## src/rtl/nvxfer_pkg.sv

```systemverilog
package nvxfer_pkg;

  typedef enum logic [1:0] {
    LVL_ZERO   = 2'b00,
    LVL_SUPPLY = 2'b01,
    LVL_HIGH   = 2'b10
  } lineLvl_e;

  typedef enum logic [2:0] {
    PH_IDLE  = 3'd0,
    PH_ERASE = 3'd1,
    PH_GAP   = 3'd2,
    PH_PROG  = 3'd3,
    PH_RDN   = 3'd4,
    PH_RHOLD = 3'd5,
    PH_RUP   = 3'd6,
    PH_DONE  = 3'd7
  } phase_e;

  typedef struct packed {
    logic   load;
    phase_e loadPhase;
    phase_e phase;
  } seqStrobe_t;

endpackage

```

## src/rtl/nvxfer_ctrl.sv

```systemverilog
module nvxfer_ctrl
  import nvxfer_pkg::*;
(
  input  logic       clk,
  input  logic       rstN,
  input  logic       nvMode,
  input  logic       recallSel,
  input  logic       startPulse,
  input  logic       cntZero,
  output seqStrobe_t strobe,
  output logic       busy,
  output logic       done,
  output logic       ramAccessEn
);

  phase_e phase, phaseNxt;
  logic   startPrev;
  logic   startEdge;
  logic   loadNxt;

  assign startEdge = startPulse & ~startPrev;

  always_ff @(posedge clk or negedge rstN) begin
    if (!rstN) begin
      phase     <= PH_IDLE;
      startPrev <= 1'b0;
    end else begin
      phase     <= phaseNxt;
      startPrev <= startPulse;
    end
  end

  always_comb begin
    phaseNxt = phase;
    loadNxt  = 1'b0;
    unique case (phase)
      PH_IDLE: begin
        if (startEdge && nvMode) begin
          phaseNxt = recallSel ? PH_RDN : PH_ERASE;
          loadNxt  = 1'b1;
        end
      end
      PH_ERASE: if (cntZero) phaseNxt = PH_GAP;
      PH_GAP: begin
        phaseNxt = PH_PROG;
        loadNxt  = 1'b1;
      end
      PH_PROG: if (cntZero) phaseNxt = PH_DONE;
      PH_RDN: begin
        if (cntZero) begin
          phaseNxt = PH_RHOLD;
          loadNxt  = 1'b1;
        end
      end
      PH_RHOLD: begin
        if (cntZero) begin
          phaseNxt = PH_RUP;
          loadNxt  = 1'b1;
        end
      end
      PH_RUP:  if (cntZero) phaseNxt = PH_DONE;
      PH_DONE: phaseNxt = PH_IDLE;
      default: phaseNxt = PH_IDLE;
    endcase
  end

  assign strobe.load      = loadNxt;
  assign strobe.loadPhase = phaseNxt;
  assign strobe.phase     = phase;

  assign busy        = (phase != PH_IDLE);
  assign done        = (phase == PH_DONE);
  assign ramAccessEn = ~nvMode & (phase == PH_IDLE);


  done_one_clk_chk: assert property (@(posedge clk) disable iff (!rstN)
    done |=> !done);


  done_then_free_chk: assert property (@(posedge clk) disable iff (!rstN)
    done |=> !busy);


  no_abort_chk: assert property (@(posedge clk) disable iff (!rstN)
    (busy && !done) |=> busy);


  ram_mode_no_start_chk: assert property (@(posedge clk) disable iff (!rstN)
    (!busy && !nvMode) |=> !busy);

endmodule

```

## src/rtl/nvxfer_datapath.sv

```systemverilog
module nvxfer_datapath
  import nvxfer_pkg::*;
#(
  parameter int STEP_CYC = 1250000,
  parameter int DN_CYC   = 12500,
  parameter int HOLD_CYC = 12500,
  parameter int UP_CYC   = 12500,
  localparam int MAX_A   = (STEP_CYC > DN_CYC) ? STEP_CYC : DN_CYC,
  localparam int MAX_B   = (HOLD_CYC > UP_CYC) ? HOLD_CYC : UP_CYC,
  localparam int MAX_CYC = (MAX_A > MAX_B) ? MAX_A : MAX_B,
  localparam int CNT_W   = $clog2(MAX_CYC + 1)
) (
  input  logic       clk,
  input  logic       rstN,
  input  seqStrobe_t strobe,
  output logic       cntZero,
  output lineLvl_e   clkLine,
  output lineLvl_e   proLine,
  output lineLvl_e   clrLine,
  output logic       pumpEn,
  output logic       supplyRamp
);

  logic [CNT_W-1:0] remain;

  function automatic logic [CNT_W-1:0] lastIdx(phase_e p);
    case (p)
      PH_ERASE, PH_PROG: return CNT_W'(STEP_CYC - 1);
      PH_RDN:            return CNT_W'(DN_CYC - 1);
      PH_RHOLD:          return CNT_W'(HOLD_CYC - 1);
      PH_RUP:            return CNT_W'(UP_CYC - 1);
      default:           return '0;
    endcase
  endfunction

  always_ff @(posedge clk or negedge rstN) begin
    if (!rstN) begin
      remain <= '0;
    end else if (strobe.load) begin
      remain <= lastIdx(strobe.loadPhase);
    end else if (remain != '0) begin
      remain <= remain - 1'b1;
    end
  end

  assign cntZero = (remain == '0);

  always_comb begin
    clkLine    = LVL_ZERO;
    proLine    = LVL_ZERO;
    clrLine    = LVL_ZERO;
    pumpEn     = 1'b0;
    supplyRamp = 1'b1;
    unique case (strobe.phase)
      PH_ERASE: begin
        clrLine = LVL_HIGH;
        pumpEn  = 1'b1;
      end
      PH_GAP: pumpEn = 1'b1;
      PH_PROG: begin
        clkLine = LVL_SUPPLY;
        proLine = LVL_HIGH;
        pumpEn  = 1'b1;
      end
      PH_RDN, PH_RHOLD: begin
        clkLine    = LVL_SUPPLY;
        proLine    = LVL_SUPPLY;
        clrLine    = LVL_SUPPLY;
        supplyRamp = 1'b0;
      end
      PH_RUP: begin
        clkLine = LVL_SUPPLY;
        proLine = LVL_SUPPLY;
        clrLine = LVL_SUPPLY;
      end
      default: ;
    endcase
  end


  legal_code_chk: assert property (@(posedge clk) disable iff (!rstN)
    (clkLine != 2'b11) && (proLine != 2'b11) && (clrLine != 2'b11));


  clr_low_first_chk: assert property (@(posedge clk) disable iff (!rstN)
    $rose(proLine == LVL_HIGH) |-> ($past(clrLine) == LVL_ZERO));


  pump_recall_off_chk: assert property (@(posedge clk) disable iff (!rstN)
    (clrLine == LVL_SUPPLY) |-> !pumpEn);


  supply_off_recall_chk: assert property (@(posedge clk) disable iff (!rstN)
    !supplyRamp |-> (clkLine == LVL_SUPPLY && proLine == LVL_SUPPLY));


  count_reload_chk: assert property (@(posedge clk) disable iff (!rstN)
    (strobe.load && strobe.loadPhase == PH_ERASE) |=> (remain == CNT_W'(STEP_CYC - 1)));

endmodule

```

## src/rtl/nvxfer_top.sv

```systemverilog
module nvxfer_top
  import nvxfer_pkg::*;
#(
  parameter int CLK_MHZ  = 125,
  parameter int STORE_US = 10000,
  parameter int DN_US    = 100,
  parameter int HOLD_US  = 100,
  parameter int UP_US    = 100,
  localparam int STEP_CYC = STORE_US * CLK_MHZ,
  localparam int DN_CYC   = DN_US * CLK_MHZ,
  localparam int HOLD_CYC = HOLD_US * CLK_MHZ,
  localparam int UP_CYC   = UP_US * CLK_MHZ
) (
  input  logic       clk,
  input  logic       rstN,
  input  logic       nvMode,
  input  logic       recallSel,
  input  logic       startPulse,
  output logic [1:0] clkLine,
  output logic [1:0] proLine,
  output logic [1:0] clrLine,
  output logic       pumpEn,
  output logic       supplyRamp,
  output logic       busy,
  output logic       done,
  output logic       ramAccessEn
);

  seqStrobe_t strobe;
  logic       cntZero;
  lineLvl_e   clkLvl, proLvl, clrLvl;

  nvxfer_ctrl u_ctrl (
    .clk        (clk),
    .rstN       (rstN),
    .nvMode     (nvMode),
    .recallSel  (recallSel),
    .startPulse (startPulse),
    .cntZero    (cntZero),
    .strobe     (strobe),
    .busy       (busy),
    .done       (done),
    .ramAccessEn(ramAccessEn)
  );

  nvxfer_datapath #(
    .STEP_CYC(STEP_CYC),
    .DN_CYC  (DN_CYC),
    .HOLD_CYC(HOLD_CYC),
    .UP_CYC  (UP_CYC)
  ) u_dp (
    .clk       (clk),
    .rstN      (rstN),
    .strobe    (strobe),
    .cntZero   (cntZero),
    .clkLine   (clkLvl),
    .proLine   (proLvl),
    .clrLine   (clrLvl),
    .pumpEn    (pumpEn),
    .supplyRamp(supplyRamp)
  );

  assign clkLine = clkLvl;
  assign proLine = proLvl;
  assign clrLine = clrLvl;

endmodule

```

## config.mk

```make
export PLATFORM = sky130hd
export DESIGN_NAME = nvxfer_top
export DESIGN_NICKNAME = d
export VERILOG_FILES = /design/src/rtl/nvxfer_pkg.sv /design/src/rtl/nvxfer_ctrl.sv /design/src/rtl/nvxfer_datapath.sv /design/src/rtl/nvxfer_top.sv
export SDC_FILE = /design/constraint.sdc
export NUM_CORES = 1
export LEC_CHECK = 0
export BUFFER_PORTS_ARGS = -buffer_cell sky130_fd_sc_hd__buf_2
export CORE_MARGIN = 5
export CORE_UTILIZATION = 60
export DETAILED_ROUTE_END_ITERATION = 8
export PLACE_DENSITY = 0.86
export SETUP_SLACK_MARGIN = 0.5
export SLEW_MARGIN = 20
export SYNTH_ARGS = -nofsm -noshare
export SYNTH_HDL_FRONTEND = slang
export SYNTH_SLANG_ARGS = --single-unit
```

## constraint.sdc

```tcl
create_clock -name clk -period 5.8 [get_ports clk]
set_input_delay 0.29 -clock clk [delete_from_list [all_inputs] [get_ports clk]]
set_output_delay 0.29 -clock clk [all_outputs]
set_load 0.05 [all_outputs]
```

# [Yosys cells after proc, flatten, opt, wreduce, memory -nomap -nowiden]
# Cells that the tools add are included.
[op_classes] n_addsub=1 eq_ne=12 mux=18 n_bitwise=4 reduce_logical=13
[op_table] op="$mux 21" n=2
[op_table] op="$pmux 21 s2" n=1
[op_table] op="$eq 3x3->1 const B" n=7
[op_table] op="$logic_not 21->1" n=1
[op_table] op="$pmux 3 s7" n=1
[op_table] op="$reduce_bool 21->1" n=1
[op_table] op="$sub 21x1->21 const B" n=1
[op_table] op="$mux 3" n=6
[op_table] op="$eq 3x2->1 const B" n=3
[op_table] op="$reduce_or 3->1" n=3
[op_table] op="$pmux 2 s2" n=2
[op_table] op="$eq 3x1->1 const B" n=2
[op_table] op="$reduce_or 2->1" n=3
[op_table] op="$mux 1" n=5
[op_table] op="$reduce_or 4->1" n=1
[op_table] op="$logic_not 3->1" n=1
[op_table] op="$pmux 1 s3" n=1
[op_table] op="$reduce_bool 3->1" n=1
[op_table] op="$and 1x1->1" n=2
[op_table] op="$not 1->1" n=2
[op_table] op="$reduce_bool 2->1" n=1
[op_table] op="$logic_and 1x1->1" n=1
[totals] ff_bits=25 in_bits=5 output_inout_bits=11 elab_cells=51

# [Logic depth before layout (Yosys ltp)]
[logic_depth] depth_word=9 mapped_depth=8 ltp_nobuf=7

# [Modules after synthesis]
# From an unflattened synthesis, not the netlist that was laid out.
[unflattened] cells_unflattened=179 hier_area_um2=1642.8
[by_module_without_submodules] mod="nvxfer_datapath" instances=1 cells_each=151 area_each_um2=1398.8 seq_area_each_um2=525.5
[by_module_without_submodules] mod="nvxfer_ctrl" instances=1 cells_each=28 area_each_um2=244.0 seq_area_each_um2=100.1

# [Worst setup path before layout]
# No wires, ideal clock.
[synth_timing] path_type="register -> output" startpoint="register u_ctrl.phase[1]" endpoint="output clkLine[0]" arrival_ns=1.934 t_required_ns=5.510 path_slack_ns=3.576 stages_incl_launch_ff=5 n_path_buf=1 path_cell_list="dfrtp_1 -> clkbuf_1 -> nand2_1 -> nor2_1 -> nand2b_1"
[synth_via] elab_chain_cells=3 elab_cells_between_ends=6 cone_classes="eq/ne: 4; mux: 1; reduce/logical: 1"
[synth_lines] element="start, declared" line_no="nvxfer_ctrl.sv:16" source="phase_e phase, phaseNxt;"
[synth_lines] element="start signal, assigned" line_no="nvxfer_ctrl.sv:28" source="phase <= phaseNxt;"
[synth_lines] element="$eq 3x2->1 / $eq 3x3->1 (equally long branches)" line_no="nvxfer_datapath.sv:54" source="unique case (strobe.phase)"
[synth_lines] element="$reduce_or 4->1 (no line) (*)"
[synth_lines] element="$mux 1 (*)" line_no="nvxfer_datapath.sv:54"
[synth_lines] element="end, declared" line_no="nvxfer_top.sv:19" source="output logic [1:0] clkLine,"
# Every way passes the cells marked *; elsewhere a longest branch is shown, timed or not.

# [Worst setup path in the final report]
[layout_timing] startpoint="register u_dp.remain[0]" endpoint="register u_dp.remain[7]"
[layout_via] elab_chain_cells=7 elab_cells_between_ends=21 cone_classes="add/sub: 1; eq/ne: 5; mux: 10; reduce/logical: 5"
[layout_lines] element="start, declared" line_no="nvxfer_datapath.sv:24" source="logic [CNT_W-1:0] remain;"
[layout_lines] element="start signal, assigned" line_no="nvxfer_datapath.sv:40" source="remain <= lastIdx(strobe.loadPhase);"
[layout_lines] element="start signal, assigned" line_no="nvxfer_datapath.sv:42" source="remain <= remain - 1'b1;"
[layout_lines] element="$logic_not 21->1" line_no="nvxfer_datapath.sv:46" source="assign cntZero = (remain == '0);"
[layout_lines] element="$mux 3, on equally long branches"
[layout_lines] element="$pmux 3 s7" line_no="nvxfer_ctrl.sv:36" source="unique case (phase)"
[layout_lines] element="$eq 3x3->1 (tied with other cells)" line_no="nvxfer_datapath.sv:27" source="case (p)"
[layout_lines] element="$reduce_or 3->1 (no line) / $reduce_or 2->1 (equally long branches)"
[layout_lines] element="$pmux 21 s2" line_no="nvxfer_datapath.sv:27"
[layout_lines] element="$mux 21" line_no="nvxfer_datapath.sv:39" source="end else if (strobe.load) begin"
# Parallel ways exist; a longest one is shown, timed or not. The select of a mux whose other input is x is not followed.
# A chain may end at the register's enable or synchronous reset.

==> metrics.csv <==
metric,value,unit
status,"finished, final reports clean",
vias_per_cell,6.32,
fp.dieH,58.9,um
overflow,0,
critPathMaxStageDelay,0.47,ns
drt-initial-drc-count,36,
clk_path_buf_depth,2,
period_needed,2.50,ns
rrSetupSlack,3.30,ns
area_growth,7.41,%
post-cts-setup-buffers,0,
cts_tree,yes,
cts_resized,0,
yosysWarnings,0,
ctsHtreeMaxLevel,1,
clk_latency,0.33,ns
holdPathStages,1,
setup_tns,0,ns
endpoint_kind,register,
cts_buffers,3,
ios,16,
setup_slack,3.30,ns
place_hpwl,2.28,mm
wirelength,3.14,mm
fin_crit_sh,43.2,%
synthesis.nets,166,
skew,0.0129,ns
cp_top_family,simple AND/OR/NAND/NOR gates,
slew_violations,0,
grt_pass1_wl,5.53,mm
rsz0062_at_grt,false,
reg2reg_to,u_dp.remain[7]$_DFFE_PN0P_,
grt_max_degree,26,
worst_slew_margin_rel,62.7,%
initial_utilization,63.7,%
grt_use_met3,3.73,%
antenna_cells,0,
whs_endpoint,u_ctrl.startPrev$_DFF_PN0_,
yosysUniqueCellTypes,45,
ctsRootBufferMaster,clkbuf_4,
finalInstanceArea,0.00154,mm^2
met1_usage,23.7,%
worst_pin_slew,0.559,ns
setup_viol,0,
cp_cell_sequence,inv_1 -> ha_1 -> nor3b_1 -> and2_1 -> nand4_1 -> and3_2 -> o21ai_0,
portBuffers,14,
num_rows,17,
netlist_area,0.00144,mm^2
r2r_start,u_dp.remain[0]$_DFFE_PN0P_,
nets,178,
min-delay-path-class,in -> reg,
power,305,uW
critPathKind,reg -> reg,
startpoint_type,register,
antenna_left,0,
hold_path_startpoint,startPulse,
critPathBufInv,1,
drv_cap,0,
cp.required,6.05,ns
placed_cell_area,0.00151,mm^2
grt_pass1_vias,1307,
leakage,0.000591,uW
die_w,58.9,um
drive_above_1_share,15.2,%
grt.busiest_layer,met2,
slowest_stage,dfrtp_1,
finalHoldViolations,0,
ys_seq_elements,25,
antenna_found_initial,0,
crit_fanout,15,
groute.usage.overall,20.5,%
synth.avg_cell_area,8.97,um^2
core-area,0.00225,mm^2
critPathArrivalTime,2.75,ns
seq_area_frac_synth,43.6,%
synth_cells,160,
worst_r2r_path_depth,7,
fillers,179,
max_freq,399,MHz
powerDensity,198,mW/mm^2
dp_slack,3.37,ns
route.detailed.drc,0,
dieArea,0.00347,mm^2
vdd_drop_max,0.212,mV
clock_sinks,25,
place.gp.congestion,0.826,
clkSlewWorstSetupHoldPaths,0.12,ns
wl_per_cell,15.8,um
cp.depth,7,
via_count,1257,
firstDrtPassIters,4,
gr-usage-met2,34.7,%
-- Yosys cell counts, drive strengths merged --
library cell | number | area, um^2
dfrtp | 25 | 626
nor2 | 23 | 86.3
nand2 | 14 | 55.1
o21ai | 12 | 60.1
a21oi | 11 | 58.8
nor4 | 8 | 86.3
clkbuf | 6 | 22.5
inv | 5 | 18.8
or3 | 5 | 31.3
nor3 | 4 | 25.0
o31ai | 4 | 30.0
xnor2 | 4 | 35.0
xor2 | 4 | 35.0
and2 | 3 | 18.8
and3 | 3 | 20.0
a311oi | 2 | 17.5
buf | 2 | 12.5
mux2i | 2 | 20.0
nand2b | 2 | 12.5
nand3b | 2 | 15.0
o211ai | 2 | 15.0
o31a | 2 | 20.0
a31oi | 1 | 6.26
and3b | 1 | 8.76
and4 | 1 | 8.76
conb | 1 | 3.75
ha | 1 | 12.5
nand3 | 1 | 5.00
nand4 | 1 | 6.26
nand4b | 1 | 8.76
nor2b | 1 | 6.26
nor3b | 1 | 7.51
o21a | 1 | 7.51
o221ai | 1 | 8.76
o311ai | 1 | 8.76
or2b | 1 | 7.51
or4 | 1 | 7.51
-- worst reg2reg max path, cell delays in order (launching register included) --
cell,delay [ns]
dfrtp_1,0.47
inv_1,0.09
ha_1,0.17
nor3b_1,0.43
and2_1,0.27
nand4_1,0.45
and3_2,0.37
o21ai_0,0.16
-- placed cells by master, fill, tap and decap left out, drive strengths merged, types with 2 or more instances in the layout --
cell / n
clkbuf: 4
or3: 5
mux2i: 2
nor2: 23
and2: 3
dfrtp: 25
inv: 5
nand3b: 2
xor2: 4
nand2b: 2
o31a: 2
a21oi: 11
o31ai: 4
nor3: 4
nand2: 14
nor4: 8
o211ai: 2
xnor2: 4
and3: 3
buf: 14
a311oi: 2
o21ai: 12
-- sequential cells by signal, summed over array words and instances (netlist names) --
signal and cells:
u_ctrl.phase 3, u_ctrl.startPrev 1, u_dp.remain 21
-- layout make-up --
cell class / count / area, um^2 / share of cell area, %
multi-input combinational: 122 / 756 / 49.0
sequential: 25 / 626 / 40.6
timing repair buffer: 15 / 80.1 / 5.19
tap: 28 / 35.0 / 2.27
clock buffer: 4 / 26.3 / 1.70
inverter: 5 / 18.8 / 1.22
-- per-layer routing --
metal	up-vias	part of all wire (%)
li1	594	-
met2	42	51
met3	7	5.3
met5	-	0
met1	614	42
met4	0	2.2
-- worst max-delay path by stage --
stage / startpoint / end
2_1_floorplan: u_ctrl.phase[1]$_DFF_PN0_ / clkLine[0]
3_3_place_gp: u_dp.remain[0]$_DFFE_PN0P_ / u_dp.remain[0]$_DFFE_PN0P_
3_5_place_dp: u_dp.remain[0]$_DFFE_PN0P_ / u_dp.remain[7]$_DFFE_PN0P_
4_1_cts: u_dp.remain[0]$_DFFE_PN0P_ / u_dp.remain[7]$_DFFE_PN0P_
5_1_grt: u_dp.remain[0]$_DFFE_PN0P_ / u_dp.remain[7]$_DFFE_PN0P_
6_report: u_dp.remain[0]$_DFFE_PN0P_ / u_dp.remain[7]$_DFFE_PN0P_
-- through the flow --
| step | std cells | hold slack (ns) | utilization, % |
|---|---|---|---|
| 6_report | 199 | 0.0730 | 68.4 |
| 5_1_grt | 199 | 0.0535 | 68.4 |
| 4_1_cts | 199 | 0.0663 | 68.4 |
| 3_5_place_dp | 194 | 0.305 | 66.8 |
| 3_3_place_gp | 194 | 0.304 | 66.8 |
| 2_1_floorplan | 160 | -0.00559 | - |
-- power by group --
part	switching (uW)	internal (uW)	total, uW
clock network	53.4	27.0	80.4
registers	14.7	185	199
logic	13.4	12.0	25.5
-- kinds of logic after synthesis --
logic type	Yosys count	share of synthesized area [%]
xor+xnor	8	4.88
fa+ha+maj	1	0.872
flops	25	43.6
mux	2	1.39
other cells	1	0.261
buf+inv	13	3.75
simple gates	73	29.0
compound gates	37	16.2
-- timing repair --
item,CTS,global route
endpoints found under the setup margin,0,0
hold endpoints to repair,25,0
hold buffers,1,0
No activity file was read; power rests on OpenSTA's default activity.
